### src/rtl/seqctr_pkg.sv
package seqctr_pkg;
    localparam int CW = 3;

    typedef enum logic [CW-1:0] {
        ST_Z  = 3'b000,
        ST_X1 = 3'b001,
        ST_B  = 3'b010,
        ST_C  = 3'b011,
        ST_X4 = 3'b100,
        ST_E  = 3'b101,
        ST_F  = 3'b110,
        ST_X7 = 3'b111
    } seq_state_e;
endpackage

### src/rtl/seqctr_next.sv
module seqctr_next
    import seqctr_pkg::*;
(
    input  seq_state_e cur_i,
    output seq_state_e nxt_o
);
    always_comb begin
        unique case (cur_i)
            ST_Z:    nxt_o = ST_B;
            ST_B:    nxt_o = ST_C;
            ST_C:    nxt_o = ST_E;
            ST_E:    nxt_o = ST_F;
            ST_F:    nxt_o = ST_Z;
            ST_X1:   nxt_o = ST_F;
            ST_X4:   nxt_o = ST_B;
            ST_X7:   nxt_o = ST_X4;
            default: nxt_o = ST_Z;
        endcase
    end
endmodule

### src/rtl/seqctr_stray.sv
module seqctr_stray
    import seqctr_pkg::*;
(
    input  seq_state_e cur_i,
    output logic       stray_o
);
    always_comb begin
        unique case (cur_i)
            ST_X1, ST_X4, ST_X7:         stray_o = 1'b1;
            ST_Z, ST_B, ST_C, ST_E, ST_F: stray_o = 1'b0;
            default:                     stray_o = 1'b0;
        endcase
    end
endmodule

### src/rtl/seqctr_top.sv
module seqctr_top
    import seqctr_pkg::*;
#(
    parameter logic [2:0] RESET_CODE = 3'b000
) (
    input  logic       clk,
    input  logic       rst,
    input  logic       en,
    output logic [2:0] count_q,
    output logic       off_cycle
);
    localparam seq_state_e RST_ST = seq_state_e'(RESET_CODE);

    seq_state_e state_q;
    seq_state_e state_nx;
    logic       stray;

    seqctr_next u_next (
        .cur_i (state_q),
        .nxt_o (state_nx)
    );

    seqctr_stray u_stray (
        .cur_i   (state_q),
        .stray_o (stray)
    );

    always_ff @(posedge clk) begin
        if (rst)
            state_q <= RST_ST;
        else if (en)
            state_q <= state_nx;
    end

    always_comb begin
        count_q   = state_q;
        off_cycle = stray;
    end
endmodule

### config.mk
export PLATFORM = sky130hd
export DESIGN_NAME = seqctr_top
export DESIGN_NICKNAME = d
export VERILOG_FILES = /design/src/rtl/seqctr_pkg.sv /design/src/rtl/seqctr_next.sv /design/src/rtl/seqctr_stray.sv /design/src/rtl/seqctr_top.sv
export SDC_FILE = /design/constraint.sdc
export NUM_CORES = 1
export LEC_CHECK = 0
export BUFFER_PORTS_ARGS = -buffer_cell sky130_fd_sc_hd__buf_4
export CAP_MARGIN = 15
export CORE_AREA = 5 5 42 44
export DETAILED_ROUTE_END_ITERATION = 6
export DIE_AREA = 0 0 47 49
export PLACE_DENSITY_LB_ADDON = 0.2
export SYNTH_ARGS = -nofsm -noshare
export SYNTH_HDL_FRONTEND = slang
export SYNTH_HIERARCHICAL = 1
export SYNTH_SLANG_ARGS = --single-unit
### constraint.sdc
create_clock -name clk -period 2.9 [get_ports clk]
set_input_delay 0.87 -clock clk [delete_from_list [all_inputs] [get_ports clk]]
set_output_delay 0.87 -clock clk [all_outputs]
set_load 0.02 [all_outputs]
### Yosys cells after proc, flatten, opt, wreduce, memory -nomap -nowiden

Memories as Yosys holds them, arrays and structs flattened. A register that Yosys moved wholly into a read port is not among the register bits.
Index checks and enable logic that the tools add are counted.

| storage, ports and cells | value |
|---|---|
| bits in registers | 0 |
| memories | 2 |
| output and inout bits | 4 |
| bits in read-only memories | 32 |
| bits in latches | 0 |
| bits in writable memories | 0 |

Memories:

| memory | words | width | read ports | clocked after Yosys merged registers in | wr ports | RTL line | source |
|---|---|---|---|---|---|---|---|
| (name not given) | 8 | 3 | 1 | 1 | 0 | seqctr_next.sv:8 | `unique case (cur_i)` |
| (name not given) | 8 | 1 | 1 | 0 | 0 | seqctr_stray.sv:8 | `unique case (cur_i)` |

| operators by class | value |
|---|---|
| mux-type cells | 0 |
| div/mod/pow operators | 0 |
| eq/ne operators | 0 |
| multiply operators | 0 |
| reduce and logical (&&, ||, !) cells | 0 |
| $lt $le $gt $ge | 0 |
| add/sub/neg operators | 0 |
| bitwise logic cells | 0 |
| shift operators | 0 |

### Logic depth before layout (Yosys ltp)

Gate-level depths: netlist of run 1.
An unclocked memory read counts as a cell.

| logic depth | value |
|---|---|
| depth after elaboration | 1 |
| gate-level depth with buffers | 3 |
| mapped depth without buffers | 3 |

### Modules after synthesis

Netlist of run 1, hierarchy kept.

By module, submodules not included:

| module | times used | area an instance (sq um) | cells an instance |
|---|---|---|---|
| seqctr_top | 1 | 101.3 | 9 |
| seqctr_stray | 1 | 31.3 | 3 |
| seqctr_next | 1 | 18.8 | 3 |

### Least setup slack after synthesis of run 1

OpenSTA, ideal clock, no wires.

| path | value |
|---|---|
| kind | flip-flop to output port |
| start | register state_q[1] (netlist: count_q[1]) |
| end | output off_cycle |
| data required time | 2.030 ns |
| stages on the path, launching flop included | 4 |
| setup slack | 0.951 ns |
| data arrival time | 1.079 ns |
| path buffers | 0 |
| path through | dfxtp_1 -> inv_1 -> ha_1 -> mux2_4 |

| on the way | value |
|---|---|
| word-level cells in the longest chain between the ends | 1 |

Ends and longest elaborated chain:

| item | RTL line | source |
|---|---|---|
| from (decl) | seqctr_top.sv:14 | `seq_state_e state_q;` |
| $mem_v2 8x1 | n/a |  |
| to (decl) | seqctr_top.sv:10 | `output logic off_cycle` |

No other way between the ends.

### Final worst setup path of run 1

Ends and elaborated chain as after synthesis.

==> results of run 1 <==
## power by group
part	leakage [µW]	internal, µW	total [µW]	switching (µW)
Sequential	0.0000247	43.8	46.7	2.90
Clock	0.0000150	51.5	72.6	21.1
Combinational	0.0000751	10.6	20.1	9.52
Total	0.000115	106	139	33.5
## per-stage QoR
stage	utilization (%)	cells	hold WS (ps)
2_1_floorplan	-	15	607
3_3_place_gp	14.9	36	566
5_1_grt	16.8	40	629
4_1_cts	16.8	40	589
6_report	16.8	40	581
3_5_place_dp	14.9	36	580
## cell usage in the layout, fill, tap and decap left out
master	n
buf_4	6
clkbuf_1	1
clkbuf_4	3
dfxtp_1	3
ha_1	1
inv_1	1
mux2_4	1
mux2i_1	3
nor2_1	3
nor2b_1	1
o21ai_1	1
## logic make-up (layout without fill, tap and decap cells)
family | after synthesis | after routing | synth area share (%)
fa+ha+maj | 1 | 1 | 8.26
compound gates | 1 | 1 | 3.30
flops | 3 | 3 | 39.7
buf+inv | 2 | 11 | 7.44
mux | 4 | 4 | 29.7
simple gates | 4 | 4 | 11.6
## critical path, delay by kind of cell (launching register included)
kind / cells / cell delay, ps
adder cells (fa/ha/maj): 1 / 270
buffers and inverters: 2 / 220
flip-flops: 1 / 380
multiplexers: 1 / 250
## cell type report
| class | instances | area (µm²) |
|---|---|---|
| fill | 169 | 1170 |
| multi-input combinational | 10 | 80.1 |
| timing repair buffer | 6 | 45.0 |
| sequential | 3 | 60.1 |
| tap | 16 | 20.0 |
| clock buffer | 4 | 26.3 |
| inverter | 1 | 3.75 |
## metal layers
layer / GRT usage, % / up-vias / wire length, µm
li1: - / 66 / -
met1: 4.62 / 58 / 162
met2: 4.30 / 9 / 112
met3: 1.11 / 2 / 50
met4: 6.91 / 0 / 17
met5: 0 / - / 0
## worst min path at each step
| stage | startpoint | end | slack (ps) | cells past startpoint |
|---|---|---|---|---|
| 6_report | count_q[0] | count_q[0] | 580 | 2 |
| 5_1_grt | count_q[2] | count_q[2] | 630 | 2 |
| 4_1_cts | count_q[1] | count_q[1] | 590 | 2 |
| 3_5_place_dp | count_q[1] | count_q[1] | 580 | 2 |
| 3_3_place_gp | count_q[1] | count_q[1] | 570 | 2 |
| 2_1_floorplan | count_q[1] | count_q[1] | 610 | 2 |
==> run_results.csv, run 1 <==
group,metric,value,unit
clock_network,cts_tree,"done",
logic_synthesis,synth_nets,19,
global_route,grt_max_degree,6,
route,viasPerCell,3.38,
route,post-route-drc-count,0,
floorplan,initial_core_util,10.8,%
global_route,grt_usage,4.08,%
logic_synthesis,seq_area_frac_synth,39.7,%
clock_network,root_buffer,"clkbuf_4",
clock_network,numCtsBuffers,3,
final_layout,postLayoutCellArea,235,µm²
floorplan,boundaryPins,7,
floorplan,die_area,2300,µm²
run_status,status,"complete, no violations",
logic_synthesis,yosysWarnings,6,
logic_synthesis,synth.top_cell.area_share,39.7,%
setup_path,r2r_start,"count_q[2]",
setup_path,cp-start-kind,"flip-flop",
floorplan,die_w,47,µm
clock_network,cts_buffer_depth,2,
timing,finalSetupViolCount,0,
pwr,p_leak,0.000115,µW
logic_synthesis,synth_top_cell_by_area,"dfxtp_1",
global_route,grt-ovfl-total,0,
final_layout,drive_gt1_share,41.7,%
logic_synthesis,synth-async-reset-ratio,0,%
setup_path,critPathCapture,"off_cycle",
logic_synthesis,yosys-top-cells-count,"dfxtp_1, mux2i_1, nor2_1",
pwr,power.density,593,nW/µm²
flow_run,maxCapViolations,0,
clock_network,post_cts_resized,0,
setup_path,crit_start,"count_q[1]",
clock_network,h-tree-depth,1,
setup_path,worst_ep_arrival_time,1350,ps
timing,rsz0062_at_grt,"false",
logic_synthesis,synth_edf_count,0,
global_route,grt_pass1_vias,159,
clock_network,clkTransAtPathRegs,40,ps
timing,fmax,451,MHz
clock_network,cts_post_setup_buffers_inserted,0,
timing,period_share,76.4,%
route,wl_per_cell,8.58,µm
logic_synthesis,ys_ff_latch,3,
timing,hold_violations,0,
setup_path,worstPathRequired,2030,ps
timing,clock_skew,1.25,ps
placement,dpl_worst_slack,924,ps
logic_synthesis,yosys_most_used_dff,"dfxtp_1",
floorplan,row_count,14,
route,vias,135,
worst_hold_path,hp-class,"flip-flop to flip-flop",
clock_network,clock_latency,230,ps
global_route,grt_pass1_wl,586,µm
route,detail-route-antenna-nets,0,
logic_synthesis,netlist_instances,15,
setup_path,r2r_slack,2070,ps
floorplan,die_y,49,µm
final_layout,n_antenna_cell,0,
placement,place.port_buffers,6,
setup_path,slowest_stage,"dfxtp_1",
clock_network,clock-sinks,3,
setup_path,timing.critical_path.cells,"inv_1, ha_1, mux2_4, buf_4",
final_layout,nets,29,
timing,fin_crit,2220,ps
setup_path,critPathCaptureType,"output pin",
logic_synthesis,ys_types,9,
timing,tightest_slew,198,ps
route,finalWirelength,343,µm
pwr,peakVddDrop,0.147,mV
setup_path,critical_path_peak_fanout,5,
clock_network,cts_hold_buf,0,
final_layout,syn_to_final_growth,55.4,%
timing,slew_headroom,86.8,%
placement,dpl_cell_area,209,µm²
setup_path,ff2ff_path_depth,3,
route,firstDrtPassIters,4,
timing,setup_ws,683,ps
setup_path,worstReg2RegEnd,"count_q[1]",
placement,gp_congestion,0.677,
pwr,finalPower,139,µW
floorplan,core,1400,µm²
timing,setup_tns,0,ps
logic_synthesis,syn_area_per_cell,10.1,µm²
final_layout,largest_reg_flops,3,
setup_path,cp_slowest_stage_delay,380,ps
timing,final_max_slew_viol_count,0,
logic_synthesis,synth.cell_area,151,µm²
setup_path,crit_type,"flip-flop to output pin",
global_route,antenna_found_initial,0,
route,drt_iter0_markers,2,
logic_synthesis,synth_area_leaders,"dfxtp_1, mux2i_1, mux2_4",
No activity file was read; power rests on OpenSTA's default activity.
==> run 2, diff against run 1 <==
ABC_AREA = 1   (was not set)
clock period = 2.1 ns   (was 2.9 ns; I/O delays follow)
==> run 2 against run 1 <==
Net effect:
- global-route usage shrank 0.57 points
- clock power grew 36%
- combinational power grew 85%
- sequential power grew 43%
- design area grew 8.5%
- hold slack lost 74 ps
- power grew 45%
- sequential share of layout area shrank 2.0 points
- register-to-register slack lost 760 ps
- synthesized cell count grew 93%
- first-iteration DRC count grew 50%
- critical endpoint unchanged
- largest cell class unchanged
==> run_results.csv, run 2 <==
group,metric,value,unit
run_status,status,"complete, no violations",
setup_path,crit_type,"flip-flop to output pin",
route,drt_iter0_markers,3,
floorplan,die_y,49,µm
setup_path,ff2ff_path_depth,6,
placement,gp_congestion,0.642,
timing,fmax,554,MHz
logic_synthesis,synth.area.mux_share,0,%
timing,hold_violations,0,
final_layout,fill_cells,169,
floorplan,row_count,14,
pwr,power.density,794,nW/µm²
final_layout,syn_to_final_growth,48.9,%
setup_path,cp_slowest_stage_delay,370,ps
timing,final_max_slew_viol_count,0,
floorplan,die_area,2300,µm²
setup_path,critical_path_peak_fanout,5,
logic_synthesis,synth_top_cell_by_area,"dfxtp_1",
clock_network,cts_tree,"done",
timing,setup_tns,0,ps
pwr,peakVddDrop,0.354,mV
floorplan,boundaryPins,7,
logic_synthesis,synth_area_leaders,"dfxtp_1, nand2_1, inv_1",
timing,slew_headroom,87.7,%
route,detail-route-antenna-nets,0,
route,viasPerCell,3.39,
final_layout,instances_no_fill,54,
floorplan,initial_core_util,12.2,%
final_layout,final_cell_mix,"nand2_1, nor2_1, inv_1, buf_4",
logic_synthesis,synth.most_common_cell,"nand2_1",
route,vias,183,
clock_network,root_buffer,"clkbuf_4",
clock_network,numCtsBuffers,3,
logic_synthesis,synth_nets,33,
route,firstDrtPassIters,3,
logic_synthesis,synth_compound_area_share,2.92,%
logic_synthesis,synth-async-reset-ratio,0,%
clock_network,post_cts_resized,0,
placement,hpwlAfterDp,272,µm
setup_path,crit_top_cell,"nand2_1",
logic_synthesis,yosysWarnings,6,
route,wl_met1,162,µm
route,wl_met3,45,µm
global_route,grt_pass1_wl,552,µm
placement,post-place-cells,50,
setup_path,critPathCapture,"off_cycle",
setup_path,worstPathRequired,1470,ps
route,finalWirelength,343,µm
clock_network,clkTransAtPathRegs,40,ps
clock_network,cts_hold_buf,0,
setup_path,worst_ep_arrival_time,1180,ps
global_route,grt-ovfl-total,0,
global_route,grt_usage,3.52,%
setup_path,slowest_stage,"dfxtp_1",
clock_network,clock-sinks,3,
floorplan,core,1400,µm²
global_route,antenna_found_initial,0,
timing,tightest_slew,185,ps
timing,rsz0062_at_grt,"false",
final_layout,postLayoutCoreUtil,18.2,%
logic_synthesis,synth.cell_area,171,µm²
final_layout,drive_gt1_share,23.7,%
final_layout,largest_reg_flops,3,
route,route.top_layer_used,"met3",
final_layout,n_antenna_cell,0,
logic_synthesis,synth_top_family_by_area,"simple AND/OR/NAND/NOR gates",
clock_network,h-tree-depth,1,
pwr,p_leak,0.000147,µW
timing,hold_ws,507,ps
logic_synthesis,synthSimpleGateAreaFrac,35.0,%
logic_synthesis,synth_edf_count,0,
setup_path,cp-start-kind,"flip-flop",
logic_synthesis,synth_xor_area_share,0,%
floorplan,die_w,47,µm
logic_synthesis,ys_ff_latch,3,
timing,fin_crit,1810,ps
flow_run,maxCapViolations,0,
logic_synthesis,ys_types,7,
logic_synthesis,yosys_most_used_dff,"dfxtp_1",
timing,finalSetupViolCount,0,
clock_network,clock_latency,230,ps
global_route,grt_pass1_vias,155,
logic_synthesis,synthAdderAreaFrac,7.30,%
logic_synthesis,yosys-top-cells-count,"nand2_1, inv_1, nor2_1",
clock_network,cts_post_setup_buffers_inserted,0,
logic_synthesis,syn_area_per_cell,5.91,µm²
clock_network,cts_buffer_depth,2,
setup_path,crit_start,"count_q[1]",
setup_path,critPathCaptureType,"output pin",
setup_path,r2r_start,"count_q[1]",
placement,dpl_cell_area,229,µm²
final_layout,nets,43,
timing,clock_skew,4.21,ps
final_layout,postLayoutCellArea,255,µm²
global_route,grt_max_degree,7,
route,wl_met2,134,µm
logic_synthesis,netlist_instances,29,
setup_path,worstReg2RegEnd,"count_q[0]",
logic_synthesis,synth.top_cell.area_share,35.0,%
setup_path,timing.critical_path.cells,"inv_1, ha_1, nand2_1, nand2_1, buf_4",
worst_hold_path,hp-class,"flip-flop to flip-flop",
setup_path,r2r_slack,1310,ps
final_layout,final_common_cell,"nand2_1",
timing,period_share,86.0,%
placement,place.port_buffers,6,
route,wl_per_cell,6.35,µm
logic_synthesis,seq_area_frac_synth,35.0,%
route,post-route-drc-count,0,
[run 2: cell families (layout without fill, tap and decap cells)]
family | count (synthesis) | after routing
AND/OR/NAND/NOR | 16 | 16
buffers and inverters | 8 | 17
flip-flops | 3 | 3
adder cells (fa/ha/maj) | 1 | 1
AO/OA/AOI/OAI | 1 | 1
[run 2: layout make-up]
type / count / area [µm²] / area share (%)
Clock buffer: 4 / 26.3 / 10.3
Inverter: 7 / 26.3 / 10.3
Multi-Input combinational cell: 18 / 77.6 / 30.4
Sequential cell: 3 / 60.1 / 23.5
Tap cell: 16 / 20.0 / 7.84
Timing Repair Buffer: 6 / 45.0 / 17.6
[run 2: how the worst min path moves through the flow]
stage	slack, ps	from	depth (start not counted)	endpoint
global route	550	count_q[1]	2	count_q[1]
floorplan	580	count_q[1]	2	count_q[1]
finish	510	count_q[1]	2	count_q[1]
CTS	510	count_q[1]	2	count_q[1]
detailed placement	500	count_q[1]	2	count_q[1]
global placement	520	count_q[1]	2	count_q[1]
[run 2: critical path, delay by kind of cell, from the launching register on]
family / cells / cell delay (ps)
AND/OR/NAND/NOR: 2 / 110
flip-flops: 1 / 370
buffers and inverters: 2 / 210
adder cells (fa/ha/maj): 1 / 260
[run 2: report_power, final]
group / total, µW / leakage, µW / switching, µW / internal (µW)
Combinational: 37.1 / 0.000107 / 20.5 / 16.6
Sequential: 66.7 / 0.0000249 / 5.25 / 61.5
Clock: 98.9 / 0.0000150 / 27.8 / 71.1
[run 2: metrics by stage]
stage | setup slack [ps] | power, µW
2_1_floorplan | 460 | 90.1
3_3_place_gp | 534 | 106
3_5_place_dp | 532 | 105
4_1_cts | 281 | 207
5_1_grt | 207 | 220
6_report | 294 | 203
[run 2: layer usage]
layer | global-route usage (%) | up-vias
met5 | 0 | -
met4 | 1.38 | 0
met3 | 4.43 | 0
met2 | 3.62 | 8
met1 | 4.16 | 76
li1 | - | 99
